## config.mk

```make
export PLATFORM = sky130hd
export DESIGN_NAME = pt_walker
export DESIGN_NICKNAME = d
export VERILOG_FILES = /design/src/rtl/walker_pkg.sv /design/src/rtl/pt_walk_ctrl.sv /design/src/rtl/pt_walk_datapath.sv /design/src/rtl/pt_walker.sv
export SDC_FILE = /design/constraint.sdc
export NUM_CORES = 1
export LEC_CHECK = 0
export ABC_CLOCK_PERIOD_IN_PS = 8890
export BUFFER_PORTS_ARGS = -buffer_cell sky130_fd_sc_hd__clkbuf_2
export CAP_MARGIN = 20
export CORE_UTILIZATION = 55
export CTS_CLUSTER_DIAMETER = 40
export CTS_CLUSTER_SIZE = 40
export DETAILED_ROUTE_END_ITERATION = 6
export GPL_ROUTABILITY_DRIVEN = 1
export HOLD_SLACK_MARGIN = 0.08
export PLACE_DENSITY = 0.86
export SYNTH_ARGS = -nofsm -noshare
export SYNTH_HDL_FRONTEND = slang
export SYNTH_HIERARCHICAL = 1
export SYNTH_SLANG_ARGS = --single-unit
```

## constraint.sdc

```tcl
create_clock -name clk -period 8.89 [get_ports clk]
set_input_delay 1.778 -clock clk [delete_from_list [all_inputs] [get_ports clk]]
set_output_delay 1.778 -clock clk [all_outputs]
set_load 0.03 [all_outputs]
```

## src/rtl/walker_pkg.sv

```systemverilog
package walker_pkg;
  localparam int ENTRY_W   = 32;
  localparam int VALID_POS = 31;
  localparam int RIGHT_HI  = 30;
  localparam int RIGHT_LO  = 29;
  localparam int ENTRY_SH  = $clog2(ENTRY_W / 8);

  typedef enum logic [1:0] {
    KIND_LOAD  = 2'b00,
    KIND_STORE = 2'b01,
    KIND_FETCH = 2'b10,
    KIND_RSVD  = 2'b11
  } accKind_t;

  typedef enum logic [1:0] {
    PERM_NONE = 2'b00,
    PERM_RO   = 2'b01,
    PERM_RW   = 2'b10,
    PERM_RX   = 2'b11
  } perm_t;

  typedef enum logic [1:0] {
    ST_IDLE = 2'b00,
    ST_WAIT = 2'b01,
    ST_RESP = 2'b10
  } walkState_t;

  typedef struct packed {
    logic takeMiss;
    logic takeEntry;
    logic loadBase;
  } walkStrobe_t;
endpackage

```

## src/rtl/pt_walk_ctrl.sv

```systemverilog
module pt_walk_ctrl
  import walker_pkg::*;
(
  input  logic        clk,
  input  logic        rstN,
  input  logic        missValid,
  input  logic        baseWrEn,
  input  logic        memReqReady,
  input  logic        memRspValid,
  output walkStrobe_t strobe,
  output logic        busy,
  output logic        memReqValid,
  output logic        respValid
);
  walkState_t state, stateNext;
  logic       reqDone;

  always_comb begin
    strobe.takeMiss  = (state == ST_IDLE) && missValid;
    strobe.loadBase  = (state == ST_IDLE) && baseWrEn;
    strobe.takeEntry = (state == ST_WAIT) && reqDone && memRspValid;
  end

  always_comb begin
    stateNext = state;
    case (state)
      ST_IDLE: if (strobe.takeMiss)  stateNext = ST_WAIT;
      ST_WAIT: if (strobe.takeEntry) stateNext = ST_RESP;
      ST_RESP: stateNext = ST_IDLE;
      default: stateNext = ST_IDLE;
    endcase
  end

  always_ff @(posedge clk) begin
    if (!rstN) begin
      state   <= ST_IDLE;
      reqDone <= 1'b0;
    end else begin
      state <= stateNext;
      if (strobe.takeMiss)
        reqDone <= 1'b0;
      else if (memReqValid && memReqReady)
        reqDone <= 1'b1;
    end
  end

  assign busy        = (state != ST_IDLE);
  assign memReqValid = (state == ST_WAIT) && !reqDone;
  assign respValid   = (state == ST_RESP);
endmodule

```

## src/rtl/pt_walk_datapath.sv

```systemverilog
module pt_walk_datapath
  import walker_pkg::*;
#(
  parameter int VPN_W  = 26,
  parameter int PPN_W  = 22,
  parameter int MEM_AW = 36
) (
  input  logic               clk,
  input  logic               rstN,
  input  walkStrobe_t        strobe,
  input  logic [MEM_AW-1:0]  baseWrData,
  input  logic [VPN_W-1:0]   missVpn,
  input  logic [1:0]         missKind,
  input  logic [ENTRY_W-1:0] memRspData,
  output logic [MEM_AW-1:0]  memReqAddr,
  output logic [PPN_W-1:0]   respPpn,
  output logic [1:0]         respRights,
  output logic               respPageFault,
  output logic               respProtFault
);
  logic [MEM_AW-1:0] baseReg;
  logic [VPN_W-1:0]  vpnReg;
  accKind_t          kindReg;
  logic              validReg;
  perm_t             permReg;
  logic [PPN_W-1:0]  ppnReg;
  logic              allowed;

  always_ff @(posedge clk) begin
    if (!rstN) begin
      baseReg  <= '0;
      vpnReg   <= '0;
      kindReg  <= KIND_LOAD;
      validReg <= 1'b0;
      permReg  <= PERM_NONE;
      ppnReg   <= '0;
    end else begin
      if (strobe.loadBase) baseReg <= baseWrData;
      if (strobe.takeMiss) begin
        vpnReg  <= missVpn;
        kindReg <= accKind_t'(missKind);
      end
      if (strobe.takeEntry) begin
        validReg <= memRspData[VALID_POS];
        permReg  <= perm_t'(memRspData[RIGHT_HI:RIGHT_LO]);
        ppnReg   <= memRspData[PPN_W-1:0];
      end
    end
  end

  assign memReqAddr = baseReg + (MEM_AW'(vpnReg) << ENTRY_SH);

  always_comb begin
    allowed = 1'b0;
    case (permReg)
      PERM_RO: allowed = (kindReg == KIND_LOAD);
      PERM_RW: allowed = (kindReg == KIND_LOAD) || (kindReg == KIND_STORE);
      PERM_RX: allowed = (kindReg == KIND_LOAD) || (kindReg == KIND_FETCH);
      default: allowed = 1'b0;
    endcase
  end

  assign respPpn       = ppnReg;
  assign respRights    = permReg;
  assign respPageFault = !validReg;
  assign respProtFault = validReg && !allowed;
endmodule

```

## src/rtl/pt_walker.sv

```systemverilog
module pt_walker
  import walker_pkg::*;
#(
  parameter int VA_W   = 40,
  parameter int OFF_W  = 14,
  parameter int PPN_W  = 22,
  parameter int MEM_AW = 36,
  localparam int VPN_W = VA_W - OFF_W
) (
  input  logic               clk,
  input  logic               rstN,
  input  logic               baseWrEn,
  input  logic [MEM_AW-1:0]  baseWrData,
  input  logic               missValid,
  input  logic [VPN_W-1:0]   missVpn,
  input  logic [1:0]         missKind,
  output logic               busy,
  output logic               memReqValid,
  output logic [MEM_AW-1:0]  memReqAddr,
  input  logic               memReqReady,
  input  logic               memRspValid,
  input  logic [ENTRY_W-1:0] memRspData,
  output logic               respValid,
  output logic [PPN_W-1:0]   respPpn,
  output logic [1:0]         respRights,
  output logic               respPageFault,
  output logic               respProtFault
);
  walkStrobe_t strobe;

  pt_walk_ctrl ctrl_i (
    .clk(clk), .rstN(rstN), .missValid(missValid), .baseWrEn(baseWrEn),
    .memReqReady(memReqReady), .memRspValid(memRspValid), .strobe(strobe),
    .busy(busy), .memReqValid(memReqValid), .respValid(respValid)
  );

  pt_walk_datapath #(.VPN_W(VPN_W), .PPN_W(PPN_W), .MEM_AW(MEM_AW)) dp_i (
    .clk(clk), .rstN(rstN), .strobe(strobe), .baseWrData(baseWrData),
    .missVpn(missVpn), .missKind(missKind), .memRspData(memRspData),
    .memReqAddr(memReqAddr), .respPpn(respPpn), .respRights(respRights),
    .respPageFault(respPageFault), .respProtFault(respProtFault)
  );
endmodule

```

==> out/qor.tcl <==
set qor(fp.dieH_um) 98.3
set qor(synth-main-ff-cell) {sky130_fd_sc_hd__dfxtp_1}
set qor(layout_commonest_cell) {sky130_fd_sc_hd__clkbuf_2}
set qor(pin_count) 167
set qor(mostFrequentLayoutCells) {sky130_fd_sc_hd__clkbuf_2, sky130_fd_sc_hd__nor2b_1, sky130_fd_sc_hd__dfxtp_1}
set qor(fin_hold_ws_ns) 0.510
set qor(timing_worst_slew_pin_value_ns) 0.634
set qor(layout_min_cycle_time_ns) 5.02
set qor(placement.io_buffers) 159
set qor(antenna_violating_nets_post_route) 0
set qor(clock_tree.root_cell) {sky130_fd_sc_hd__clkbuf_8}
set qor(setup.worst_path.class) {flop to primary output}
set qor(route.detailed.vias_per_inst) 5.60
set qor(r2r-end) {dp_i/baseReg[13]}
set qor(hold_viol) 0
set qor(number_of_global_route_vias_before_repair) 4517
set qor(fin_crit_sh_pct) 56.5
set qor(setup-tns-final_ns) 0
set qor(synth_nets) 680
set qor(netlist_area_before_placement_um2) 5100
set qor(critical_path.reg2reg.startpoint) {ctrl_i/state[0]}
set qor(power_per_cell_area_nw_per_um2) 156
set qor(place.detailed.hpwl_um) 9350
set qor(clock_latency_on_the_worst_skew_pair_ns) 0.36
set qor(peakVddDrop_uv) 90.4
set qor(synth.area.top_cells) {sky130_fd_sc_hd__dfxtp_1, sky130_fd_sc_hd__mux2i_1, sky130_fd_sc_hd__nor2b_1}
set qor(avgRoutedWirePerCell_um) 15.4
set qor(cts_num_sinks) 92
set qor(grt_use_total_pct) 26.1
set qor(drt_iter0_drc) 156
set qor(cp_cell_sequence) {ha_1 -> inv_1 -> fa_1 -> nand2b_1 -> a21o_1 -> a31oi_2 -> o21ai_2 -> o41a_1 -> nor3b_2 -> xor2_1 -> clkbuf_2}
set qor(avgSynthCellArea_um2) 9.26
set qor(cts_tree) {yes}
set qor(finalClockSkew_ns) 0.0104
set qor(arrival_ns) 3.24
set qor(postSynth.asyncResetShare_pct) 0
set qor(proportion_of_layout_cells_with_a_drive_suffix_above_1_pct) 26.6
set qor(unrepaired_setup_endpoints_after_global_routing) {false}
set qor(layout.nets) 831
set qor(holdPathEnd) {ctrl_i/reqDone}
set qor(synth_edf_count) 0
set qor(cts-hold-fix-buffers) 0
set qor(grt_remaining_overflow) 0
set qor(fp-row-count) 34
set qor(antenna_found_initial) 0
set qor(die_width_um) 98.3
set qor(grt_first_pass_wirelength_um) 20400
set qor(synth_area_leader_cell) {sky130_fd_sc_hd__dfxtp_1}
set qor(tritoncts.num_buffers) 9
set qor(cts.clk_slew.worst_paths_ns) 0.10
set qor(fp.coreArea_um2) 8850
set qor(max_cap_viol_count) 0
set qor(hold_path_depth) 2
set qor(max-clock-path-buffers) 2
set qor(achievable-frequency_ghz) 0.199
set qor(final_cell_area_um2) 6200
set qor(num-fill-cells) 683
set qor(outcome) {finished with violations}
set qor(class_of_the_worst_hold_path) {flop to flop}
set qor(place_area_um2) 5980
set qor(worst_hold_startpoint) {ctrl_i/reqDone}
set qor(cpPeakStageDelay_ns) 0.51
set qor(worstRegToRegCells) 5
set qor(met2_usage_pct) 44.9
set qor(yosys_top_cell_area_share_pct) 36.1
set qor(die_area_um2) 9660
set qor(groute.layer.met3.usage_pct) 7.52
set qor(worstPathMaxFanout) 4
set qor(htreeDepth) 3
set qor(route.final.wire_length_um) 12500
set qor(place_congestion) 0.943
set qor(timing.max_slew.rel_slack_pct) 57.7
set qor(critPathRequiredTime_ns) 7.11
set qor(utilization_pct) 70.1
set qor(cts_resized) 0
set qor(reg2reg_slack_ns) 7.12
set qor(synth.ff_latch_count) 92
set qor(final-setup-viol-count) 0
set qor(post-route-drc-count) 6
set qor(gr-usage-met1_pct) 30.4
set qor(firstDrtPassIters) 7
set qor(globalRoute.busiestLayer) {met2}
set qor(synth.lib_cells_used.distinct) 47
set qor(floorplan.initialDensity_pct) 57.6
set qor(yosysWarnings) 6
set qor(antennaDiodeCount) 0
set qor(totalPowerFinal_w) 0.000969
set qor(ys_seq_area_share_pct) 36.1
set qor(area.growth.synth_to_final_pct) 21.6
set qor(violations) {design-rule violations}
set qor(critical_path.endpoint_type) {primary output}
set qor(setup.worst_path.start_class) {flop}
set qor(grt_max_degree) 57
set qor(post_cts_setup_driven_buffer_insertion_count) 0
set qor(crit_slowest_cell) {sky130_fd_sc_hd__o41a_1}
set qor(finalMaxSlewViolations) 0
set qor(p_leak_nw) 2.77
set qor(num_vias) 4561
set qor(synth_cells) 551
[registers in the layout (all words and copies together) (netlist names)]
register and flops:
dp_i/respRights 2, ctrl_i/state 2, dp_i/kindReg 2, dp_i/validReg 1
ctrl_i/reqDone 1, dp_i/respPpn 22, dp_i/vpnReg 26, dp_i/baseReg 36
[where the power goes]
| part | switching [W] | internal (W) | total [W] |
|---|---|---|---|
| Sequential | 0.0000136 | 0.000431 | 0.000445 |
| Clock | 0.000157 | 0.000162 | 0.000319 |
| Combinational | 0.000123 | 0.0000831 | 0.000206 |
[cell families (layout without fill, tap and decap cells)]
logic type | Yosys count | count (layout) | synth area share [%]
muxes | 90 | 90 | 17.7
xor gates and xnor gates | 30 | 30 | 5.15
adders and majority gates | 27 | 27 | 6.77
and+or+nand+nor | 194 | 194 | 21.3
buffers and inverters | 33 | 189 | 2.58
DFF | 92 | 92 | 36.1
AOI/OAI and AO/OA | 85 | 85 | 10.5
[critical path: cells and delay by family (launching register included)]
kind	cells	cell delay, ns
buf+inv	2	0.29
flops	1	0.35
compound gates	4	1.09
simple gates	2	0.40
fa+ha+maj	2	0.56
xor+xnor	1	0.17
[synth_stat cells, drive strengths merged (3+ instances only)]
cell / instances
and2: 3
nand2: 28
clkbuf: 20
xnor2: 18
nand4: 7
o211ai: 5
dfxtp: 92
o21a: 7
nor2: 29
a211oi: 3
and3: 3
nand2b: 5
o21ai: 20
a21o: 4
nor3: 8
xor2: 12
buf: 3
ha: 26
nor3b: 4
mux2i: 90
nand3: 5
nor2b: 93
a21oi: 31
inv: 10
[metrics by stage]
stage / instances / setup slack, ns
floorplan: 551 / 4.39
global placement: 799 / 4.35
detailed placement: 799 / 4.31
CTS: 815 / 3.89
global route: 815 / 3.69
finish: 815 / 3.87
[metal layers]
metal | wire (um) | part of all wire (%) | vias up
met5 | 0 | 0 | -
met4 | 354 | 2.8 | 0
met3 | 953 | 7.6 | 41
met2 | 6010 | 48 | 203
met1 | 5200 | 42 | 2099
li1 | - | - | 2218
[how the worst max path moves through the flow]
stage	startpoint	end	slack, ns	cells after the start
6_report	dp_i/vpnReg[0]	memReqAddr[34]	3.87	11
3_5_place_dp	dp_i/vpnReg[0]	memReqAddr[34]	4.31	11
3_3_place_gp	dp_i/vpnReg[0]	memReqAddr[34]	4.35	11
5_1_grt	dp_i/baseReg[2]	memReqAddr[32]	3.69	11
2_1_floorplan	dp_i/baseReg[2]	memReqAddr[32]	4.39	10
4_1_cts	dp_i/vpnReg[0]	memReqAddr[34]	3.89	11
[area by class of cell]
type / count / area [um^2] / area share, %
Clock buffer: 10 / 128 / 2.06
Inverter: 10 / 37.5 / 0.605
Tap cell: 108 / 135 / 2.18
Timing Repair Buffer: 163 / 826 / 13.3
Sequential cell: 92 / 1840 / 29.7
Multi-Input combinational cell: 426 / 3140 / 50.6
Clock inverter: 6 / 96.3 / 1.55
No activity file was read; power rests on OpenSTA's default activity.
